[src/rtl/uart_modem_pkg.sv]
package uart_modem_pkg;
  localparam int DATA_W = 8;
  localparam int ADDR_W = 2;

  localparam logic [ADDR_W-1:0] ADDR_CTRL = 2'd0;
  localparam logic [ADDR_W-1:0] ADDR_STAT = 2'd1;
  localparam logic [ADDR_W-1:0] ADDR_IEN  = 2'd2;
  localparam logic [ADDR_W-1:0] ADDR_THR  = 2'd3;

  // bit positions inside the control and status words
  localparam int CTRL_RTS_BIT  = 1;
  localparam int CTRL_LOOP_BIT = 4;
  localparam int CTRL_AUTO_BIT = 5;
  localparam int STAT_DRI_BIT  = 2;
  localparam int STAT_RI_BIT   = 6;
  localparam int IEN_MS_BIT    = 0;

  typedef struct packed {
    logic wrCtrl;
    logic wrIen;
    logic wrThr;
    logic rdStat;
  } modemStrb_t;
endpackage

[src/rtl/uart_modem_ctrl.sv]
module uart_modem_ctrl
  import uart_modem_pkg::*;
(
  input  logic              regWrEn,
  input  logic              regRdEn,
  input  logic [ADDR_W-1:0] regAddr,
  output modemStrb_t        strb
);
  always_comb begin
    strb        = '0;
    strb.wrCtrl = regWrEn && (regAddr == ADDR_CTRL);
    strb.wrIen  = regWrEn && (regAddr == ADDR_IEN);
    strb.wrThr  = regWrEn && (regAddr == ADDR_THR);
    strb.rdStat = regRdEn && (regAddr == ADDR_STAT);
  end
endmodule

[src/rtl/uart_modem_dp.sv]
module uart_modem_dp
  import uart_modem_pkg::*;
#(
  parameter int LVL_W       = 5,
  parameter int SYNC_STAGES = 2
) (
  input  logic              clk,
  input  logic              rstN,
  input  modemStrb_t        strb,
  input  logic [ADDR_W-1:0] regAddr,
  input  logic [DATA_W-1:0] regWrData,
  input  logic              riIn,
  input  logic [LVL_W-1:0]  rxLevel,
  output logic [DATA_W-1:0] regRdData,
  output logic              rtsN,
  output logic              modemIrq,
  output logic              rtsReq,
  output logic              loopMode,
  output logic              autoMode,
  output logic [LVL_W-1:0]  rxThresh
);
  localparam int PAD_W = DATA_W - LVL_W;

  logic                   msIen;
  logic [SYNC_STAGES-1:0] riSync;
  logic                   riLvl;
  logic                   riPrev;
  logic                   riRise;
  logic                   riDelta;
  logic                   irqPend;
  logic                   autoHold;
  logic                   rtsOff;

  // control, enable and threshold registers
  always_ff @(posedge clk or negedge rstN) begin
    if (!rstN) begin
      rtsReq   <= 1'b0;
      loopMode <= 1'b0;
      autoMode <= 1'b0;
      msIen    <= 1'b0;
      rxThresh <= '0;
    end else begin
      if (strb.wrCtrl) begin
        rtsReq   <= regWrData[CTRL_RTS_BIT];
        loopMode <= regWrData[CTRL_LOOP_BIT];
        autoMode <= regWrData[CTRL_AUTO_BIT];
      end
      if (strb.wrIen) msIen <= regWrData[IEN_MS_BIT];
      if (strb.wrThr) rxThresh <= regWrData[LVL_W-1:0];
    end
  end

  // ring-indicator synchronizer chain
  generate
    if (SYNC_STAGES == 1) begin : g_sync1
      always_ff @(posedge clk or negedge rstN) begin
        if (!rstN) riSync <= '0;
        else       riSync <= riIn;
      end
    end else begin : g_syncN
      always_ff @(posedge clk or negedge rstN) begin
        if (!rstN) riSync <= '0;
        else       riSync <= {riSync[SYNC_STAGES-2:0], riIn};
      end
    end
  endgenerate

  assign riLvl  = riSync[SYNC_STAGES-1];
  assign riRise = riLvl && !riPrev;

  // sticky change flag and pending interrupt; a new edge wins over a clear
  always_ff @(posedge clk or negedge rstN) begin
    if (!rstN) begin
      riPrev  <= 1'b0;
      riDelta <= 1'b0;
      irqPend <= 1'b0;
    end else begin
      riPrev  <= riLvl;
      riDelta <= riRise || (riDelta && !strb.rdStat);
      irqPend <= (riRise && msIen) || (irqPend && !strb.rdStat);
    end
  end

  assign modemIrq = irqPend;

  // request-to-send pin with its three overrides
  assign autoHold = autoMode && (rxLevel >= rxThresh);
  assign rtsOff   = loopMode || autoHold || !rtsReq;

  always_ff @(posedge clk or negedge rstN) begin
    if (!rstN) rtsN <= 1'b1;
    else       rtsN <= rtsOff;
  end

  // read mux
  always_comb begin
    regRdData = '0;
    unique case (regAddr)
      ADDR_CTRL: begin
        regRdData[CTRL_RTS_BIT]  = rtsReq;
        regRdData[CTRL_LOOP_BIT] = loopMode;
        regRdData[CTRL_AUTO_BIT] = autoMode;
      end
      ADDR_STAT: begin
        regRdData[STAT_RI_BIT]  = riLvl;
        regRdData[STAT_DRI_BIT] = riDelta;
      end
      ADDR_IEN:  regRdData[IEN_MS_BIT] = msIen;
      default:   regRdData = {{PAD_W{1'b0}}, rxThresh};
    endcase
  end
endmodule

[src/rtl/uart_modem_line.sv]
module uart_modem_line
  import uart_modem_pkg::*;
#(
  parameter int LVL_W       = 5,
  parameter int SYNC_STAGES = 2
) (
  input  logic              clk,
  input  logic              rstN,
  input  logic              regWrEn,
  input  logic              regRdEn,
  input  logic [ADDR_W-1:0] regAddr,
  input  logic [DATA_W-1:0] regWrData,
  output logic [DATA_W-1:0] regRdData,
  input  logic              riIn,
  input  logic [LVL_W-1:0]  rxLevel,
  output logic              rtsN,
  output logic              modemIrq
);
  modemStrb_t       strb;
  logic             rtsReq;
  logic             loopMode;
  logic             autoMode;
  logic [LVL_W-1:0] rxThresh;

  uart_modem_ctrl ctrl_i (
    .regWrEn (regWrEn),
    .regRdEn (regRdEn),
    .regAddr (regAddr),
    .strb    (strb)
  );

  uart_modem_dp #(.LVL_W(LVL_W), .SYNC_STAGES(SYNC_STAGES)) dp_i (
    .clk       (clk),
    .rstN      (rstN),
    .strb      (strb),
    .regAddr   (regAddr),
    .regWrData (regWrData),
    .riIn      (riIn),
    .rxLevel   (rxLevel),
    .regRdData (regRdData),
    .rtsN      (rtsN),
    .modemIrq  (modemIrq),
    .rtsReq    (rtsReq),
    .loopMode  (loopMode),
    .autoMode  (autoMode),
    .rxThresh  (rxThresh)
  );
endmodule

[config.mk]
export PLATFORM = sky130hd
export DESIGN_NAME = uart_modem_line
export DESIGN_NICKNAME = d
export VERILOG_FILES = /design/src/rtl/uart_modem_pkg.sv /design/src/rtl/uart_modem_ctrl.sv /design/src/rtl/uart_modem_dp.sv /design/src/rtl/uart_modem_line.sv
export SDC_FILE = /design/constraint.sdc
export NUM_CORES = 1
export LEC_CHECK = 0
export BUFFER_PORTS_ARGS = -buffer_cell sky130_fd_sc_hd__buf_4
export CAP_MARGIN = 0
export CORE_MARGIN = 1
export CORE_UTILIZATION = 42
export DETAILED_ROUTE_END_ITERATION = 12
export PLACE_DENSITY_LB_ADDON = 0.05
export REMOVE_ABC_BUFFERS = 1
export SETUP_SLACK_MARGIN = 0.02
export SYNTH_ARGS = -nofsm -noshare
export SYNTH_HDL_FRONTEND = slang
export SYNTH_SLANG_ARGS = --single-unit
[constraint.sdc]
create_clock -name clk -period 1 [get_ports clk]
set_input_delay 0.1 -clock clk [delete_from_list [all_inputs] [get_ports clk]]
set_output_delay 0.1 -clock clk [all_outputs]
set_load 0.02 [all_outputs]
==> results of run 1 <==
## stage by stage
step                      hold slack, ns  util (%)
after floorplan                  -0.1956         -
after global placement          -0.03644     61.16
after detailed placement        -0.03427     61.16
after CTS                        0.04812     69.71
after global routing             0.04049     71.38
final                            0.04415     71.38
## timing repair
item / 4_1_cts / 5_1_grt
endpoints found under the setup margin: 9 / 9
hold buffers: 2 / 0
gates resized for setup: 17 / 4
gates cloned: 0 / 0
hold endpoints to repair: 16 / 0
pin swaps: 3 / 2
buffers inserted: 4 / 2
## worst max-delay path: cells and delay by family (launching register included)
kind	cells	cell delay, ns
flops	1	0.42
buf+inv	2	0.26
compound gates	1	0.21
## flip-flops by register name, indices dropped and copies added, names as in the netlist
signal         count
dp_i.autoMode      1
dp_i.loopMode      1
dp_i.modemIrq      1
dp_i.msIen         1
dp_i.riDelta       1
dp_i.riPrev        1
dp_i.riSync        2
dp_i.rtsN          1
dp_i.rtsReq        1
dp_i.rxThresh      5
## layout make-up
| type | instances | area [µm²] |
|---|---|---|
| well taps | 25 | 31.28 |
| flip-flops and latches | 15 | 376.6 |
| fillers | 141 | 494.2 |
| inverters | 7 | 28.78 |
| repair buffers | 42 | 361.6 |
| multi-input cells | 42 | 407.9 |
| clock buffers | 4 | 26.28 |
## cell usage after synthesis
master and n:
nand2_4 1, nand2_1 3, buf_4 1, nor2b_1 2
a31oi_1 1, inv_1 7, mux2i_1 2, mux2_2 4
o21ai_0 2, dfstp_2 1, conb_1 1, and2_4 1
a21o_1 2, a21oi_1 1, ha_1 5, dfrtp_1 14
and3_1 1, mux2_4 5, nor2_1 2, nand2b_1 2
nand3b_1 1, nand3_1 1, a32o_1 1, and2_1 1
a22o_1 2, nor3b_1 1
## logic make-up after synthesis
kind of cell    after synthesis  share of synthesized area [%]
compound gates                9                          8.212
fa+ha+maj                     5                          8.052
flops                        15                          48.47
buf+inv                       8                          4.349
mux                          11                          18.03
simple gates                 16                          12.40
other cells                   1                         0.4826
## cell usage in the layout, fill, tap and decap left out
master,count
a21o_1,2
a21oi_2,1
a22o_1,2
a31oi_1,1
a32o_1,1
and2_4,2
and3_4,1
buf_4,29
buf_6,11
clkbuf_1,1
clkbuf_4,3
conb_1,1
dfrtp_1,14
dfstp_2,1
dlygate4sd3_1,2
ha_1,3
ha_4,2
inv_1,5
inv_2,1
inv_4,1
mux2_2,4
mux2_4,5
mux2i_1,2
nand2_1,3
nand2_4,1
nand2b_1,2
nand3_1,1
nand3b_1,1
nor2_1,2
nor2b_1,2
nor3b_2,1
o21ai_0,1
o21ai_1,1
## metal layers
layer / vias to the layer above / wire (µm) / GRT usage [%]
li1: 314 / - / -
met1: 306 / 767 / 24.74
met2: 16 / 810 / 27.25
met3: 4 / 51 / 4.000
met4: 0 / 25 / 9.091
met5: - / 0 / 0
## report_power, final
| group | internal, mW | switching (mW) | total, mW | leakage (nW) |
|---|---|---|---|---|
| combinational | 0.430 | 0.271 | 0.701 | 0.446 |
| sequential | 0.711 | 0.0669 | 0.777 | 0.174 |
| clock | 0.155 | 0.194 | 0.349 | 0.0150 |
## worst min path at each step
| stage | to | cells after the start | slack (ns) | start |
|---|---|---|---|---|
| after floorplan | dp_i.autoMode | 0 | -0.20 | rstN |
| after global placement | dp_i.rxThresh[4] | 1 | -0.04 | rstN |
| after detailed placement | dp_i.rxThresh[4] | 1 | -0.03 | rstN |
| after CTS | dp_i.rxThresh[3] | 2 | 0.05 | regWrData[3] |
| after global routing | dp_i.rxThresh[1] | 2 | 0.04 | regWrData[1] |
| final | dp_i.autoMode | 2 | 0.04 | regWrData[5] |
==> flow_metrics.env, run 1 <==
export IMPL_status="finished with violations"
export IMPL_failed_checks="setup timing"
export IMPL_crit_end="regRdData[4]"
export IMPL_dp_hpwl_um=1195
export IMPL_fin_skew_ns=0.004779
export IMPL_critPathCaptureType="output pin"
export IMPL_p_per_area_nw_per_um2=1482
export IMPL_crit_start="dp_i.rxThresh[4]"
export IMPL_r2r_end="dp_i.rtsN"
export IMPL_port_buffers=26
export IMPL_core_area_um2=1727
export IMPL_cp_arrival_ns=1.16
export IMPL_start_util_pct=45.00
export IMPL_p_leak_nw=0.6350
export IMPL_antenna_found_initial=0
export IMPL_drc=0
export IMPL_post_place_ws_ns=-0.1495
export IMPL_dpl_cell_area_um2=1056
export IMPL_cp_max_fo=2
export IMPL_boundaryPins=30
export IMPL_dr_pass1_iters=3
export IMPL_rows=15
export IMPL_path_common_cell="buf_6"
export IMPL_total_power_mw=1.827
export IMPL_finalWorstSetupSlack_ns=-0.2648
export IMPL_area_growth_pct=58.61
export IMPL_synth_avg_cell_area_um2=11.95
export IMPL_track_usage_pct=18.15
export IMPL_required_ns=0.90
export IMPL_h_tree_depth=1
export IMPL_clock_latency_ns=0.28
export IMPL_cpPeakStageDelay_ns=0.42
export IMPL_yosys_warnings=0
export IMPL_layout_min_cycle_time_ns=1.265
export IMPL_first_global_vias=582
export IMPL_drt_wl_total_um=1654
export IMPL_via_count=640
export IMPL_tns_ns=-1.526
export IMPL_cpMaxStageDelayCell="dfrtp_1"
export IMPL_cts_tree="built"
export IMPL_drive_above_1_share_pct=57.27
export IMPL_die_y_um=45.01
export IMPL_ys_types=26
export IMPL_critical_path_class="reg -> out"
export IMPL_synth_largest_area_cell="dfrtp_1"
export IMPL_period_share_pct=126.5
export IMPL_reg2reg_from="dp_i.rxThresh[4]"
export IMPL_dp_cells=123
export IMPL_drtAntennaViolNets=0
export IMPL_crit_chain="buf_6 -> a22o_1 -> buf_6"
export IMPL_fp_dieW_um=45.01
export IMPL_via_per_inst=4.741
export IMPL_dieArea_um2=2026
export IMPL_wl_per_cell_um=12.25
export IMPL_seq_area_frac_synth_pct=48.47
export IMPL_worstSetupStartpointType="flip-flop"
export IMPL_final_hold_violation_count=0
export IMPL_grt_pass1_wl_um=2573
export IMPL_holdCritPathClass="in -> reg"
export IMPL_nets=136
export IMPL_syn_area_um2=777.0
export IMPL_antennaDiodeCount=0
export IMPL_cts_sinks=15
export IMPL_ir_drop_v=0.001141
export IMPL_max_cap_violations=0
export IMPL_synthTopCellsByArea="dfrtp_1 45%, mux2_4 9.7%, ha_1 8.1%, mux2_2 5.8%, dfstp_2 3.4%"
export IMPL_ys_seq_elements=15
export IMPL_fin_area_um2=1232
export IMPL_globalRouteOverflowTotal=0
export IMPL_path_clk_slew_ns=0.09
export IMPL_fmax_ghz=0.7906
export IMPL_rsz0062_at_grt="true"
export IMPL_r2r_setup_slack_ns=-0.20
export IMPL_finalMaxSlewViolations=0
export IMPL_ctsLongestPathBuffers=2
export IMPL_numCtsBuffers=3
export IMPL_cts_root_buf="clkbuf_4"
export IMPL_final_cells=135
export IMPL_finalSetupViolCount=10
export IMPL_yosysTopAreaCellShare_pct=45.09
export IMPL_gp_congestion=0.7687
export IMPL_synth_cells=65
export IMPL_drt_iter0_markers=11
export IMPL_grt_start_max_net_pins=16
export IMPL_reg2regPathDepth=6
Power figures use the tool's default switching activity.
==> run 2: changes to the inputs <==
--- a/config.mk
+++ b/config.mk
@@ -10,7 +10,7 @@
 export CORE_MARGIN = 1
 export CORE_UTILIZATION = 42
 export DETAILED_ROUTE_END_ITERATION = 12
-export PLACE_DENSITY_LB_ADDON = 0.05
+export PLACE_DENSITY = 0.83
 export REMOVE_ABC_BUFFERS = 1
 export SETUP_SLACK_MARGIN = 0.02
 export SYNTH_ARGS = -nofsm -noshare
==> flow_metrics.env, run 2 (same netlist as run 1, synthesis figures left out) <==
export IMPL_rows=15
export IMPL_dr_pass1_iters=4
export IMPL_numCtsBuffers=3
export IMPL_die_y_um=45.01
export IMPL_drt_wl_total_um=1816
export IMPL_path_clk_slew_ns=0.09
export IMPL_top_regs="dp_i.rxThresh (5), dp_i.riSync (2)"
export IMPL_nets=136
export IMPL_cts_sinks=15
export IMPL_cp_max_fo=2
export IMPL_whs_endpoint="dp_i.rxThresh[2]"
export IMPL_ir_drop_v=0.001070
export IMPL_p_leak_nw=0.6427
export IMPL_gp_congestion=0.7747
export IMPL_drt_iter0_markers=6
export IMPL_fin_area_um2=1222
export IMPL_failed_checks="setup timing"
export IMPL_boundaryPins=30
export IMPL_total_power_mw=1.840
export IMPL_start_util_pct=45.00
export IMPL_finalWorstSetupSlack_ns=-0.2984
export IMPL_worst_hold_slack_ns=0.03882
export IMPL_finalMaxSlewViolations=0
export IMPL_hold_depth=2
export IMPL_cp_arrival_ns=1.20
export IMPL_first_global_vias=640
export IMPL_dieArea_um2=2026
export IMPL_core_area_um2=1727
export IMPL_max_cap_violations=0
export IMPL_final_util_pct=70.80
export IMPL_critical_path_top_delay_family="flip-flops"
export IMPL_critPathCaptureType="output pin"
export IMPL_r2r_setup_slack_ns=-0.22
export IMPL_period_share_pct=129.8
export IMPL_reg2regPathDepth=5
export IMPL_reg2reg_from="dp_i.rxThresh[0]"
export IMPL_dpl_cell_area_um2=1056
export IMPL_crit_chain="buf_6 -> mux2i_1 -> nor2b_1 -> buf_4"
export IMPL_grt_pass1_wl_um=2911
export IMPL_critical_path_class="reg -> out"
export IMPL_drtAntennaViolNets=0
export IMPL_nFillCells=134
export IMPL_area_growth_pct=57.33
export IMPL_fin_skew_ns=0.004321
export IMPL_drive_above_1_share_pct=57.27
export IMPL_worstHoldStart="regWrData[2]"
export IMPL_rsz0062_at_grt="true"
export IMPL_globalRouteOverflowTotal=0
export IMPL_required_ns=0.90
export IMPL_cts_tree="built"
export IMPL_wl_per_cell_um=13.45
export IMPL_via_count=645
export IMPL_p_per_area_nw_per_um2=1505
export IMPL_clock_latency_ns=0.29
export IMPL_grt_start_max_net_pins=16
export IMPL_post_place_ws_ns=-0.1741
export IMPL_final_common_cell="buf_4"
export IMPL_port_buffers=26
export IMPL_cpPeakStageDelay_ns=0.42
export IMPL_fp_dieW_um=45.01
export IMPL_largest_reg_flops=5
export IMPL_drc=0
export IMPL_worstSetupStartpointType="flip-flop"
export IMPL_final_hold_violation_count=0
export IMPL_final_cell_mix="30 x buf_4, 14 x dfrtp_1, 10 x buf_6, 6 x inv_1, 5 x mux2_4"
export IMPL_r2r_end="dp_i.rtsN"
export IMPL_antennaDiodeCount=0
export IMPL_finalSetupViolCount=11
export IMPL_cts_root_buf="clkbuf_4"
export IMPL_dp_hpwl_um=1337
export IMPL_holdCritPathClass="in -> reg"
export IMPL_cp_num_buf_inv=2
export IMPL_cpMaxStageDelayCell="dfrtp_1"
export IMPL_antenna_found_initial=0
export IMPL_fmax_ghz=0.7702
export IMPL_via_per_inst=4.778
export IMPL_largest_register="dp_i.rxThresh"
export IMPL_ctsLongestPathBuffers=2
export IMPL_status="finished with violations"
export IMPL_h_tree_depth=1
export IMPL_layout_min_cycle_time_ns=1.298
export IMPL_track_usage_pct=20.69
run 2: worst max path at each step:
stage,slack [ns],start,endpoint,cells after the start
after floorplan,-0.1,dp_i.rxThresh[4],dp_i.rtsN,5
after global placement,-0.10,dp_i.rxThresh[4],dp_i.rtsN,5
after detailed placement,-0.17,dp_i.rxThresh[4],dp_i.rtsN,5
after CTS,-0.25,dp_i.rxThresh[2],regRdData[2],4
after global routing,-0.35,dp_i.rxThresh[0],regRdData[0],4
final,-0.30,dp_i.rxThresh[0],regRdData[0],4
run 2: routing by layer:
metal | GRT usage, % | share of wire [%] | wire (µm) | vias to the layer above
met1 | 22.88 | 40 | 733 | 311
met3 | 6.800 | 5.0 | 90 | 4
met4 | 7.879 | 1.2 | 21 | 0
met2 | 36.52 | 53 | 971 | 21
li1 | - | - | - | 309
met5 | 0 | 0 | 0 | -
run 2: layout make-up:
cell class                 count  area (µm²)  area share [%]
sequential                    15       376.6           30.81
clock inverter                 1       5.005          0.4094
inverter                       7       26.28           2.149
clock buffer                   3       22.52           1.842
multi-input combinational     42       402.9           32.96
timing repair buffer          42       357.8           29.27
tap                           25       31.28           2.559
run 2: where the power goes:
group	switching [mW]	leakage (nW)	internal, mW
combinational	0.279	0.451	0.430
clock	0.203	0.0177	0.149
sequential	0.0693	0.174	0.711
total	0.551	0.643	1.29
run 2: repair_timing:
action | 4_1_cts | 5_1_grt
setup endpoints to repair | 9 | 10
setup buffers | 2 | 4
resized for setup | 16 | 2
hold endpoints to repair | 16 | 0
pin swaps | 2 | 2
hold buffers | 2 | 0
run 2: through the flow:
stage	TNS (ns)	std cells
4_1_cts	-1.466	131
5_1_grt	-2.105	135
2_1_floorplan	-0.1019	64
3_3_place_gp	-0.1033	123
6_report	-1.638	135
3_5_place_dp	-0.1741	123
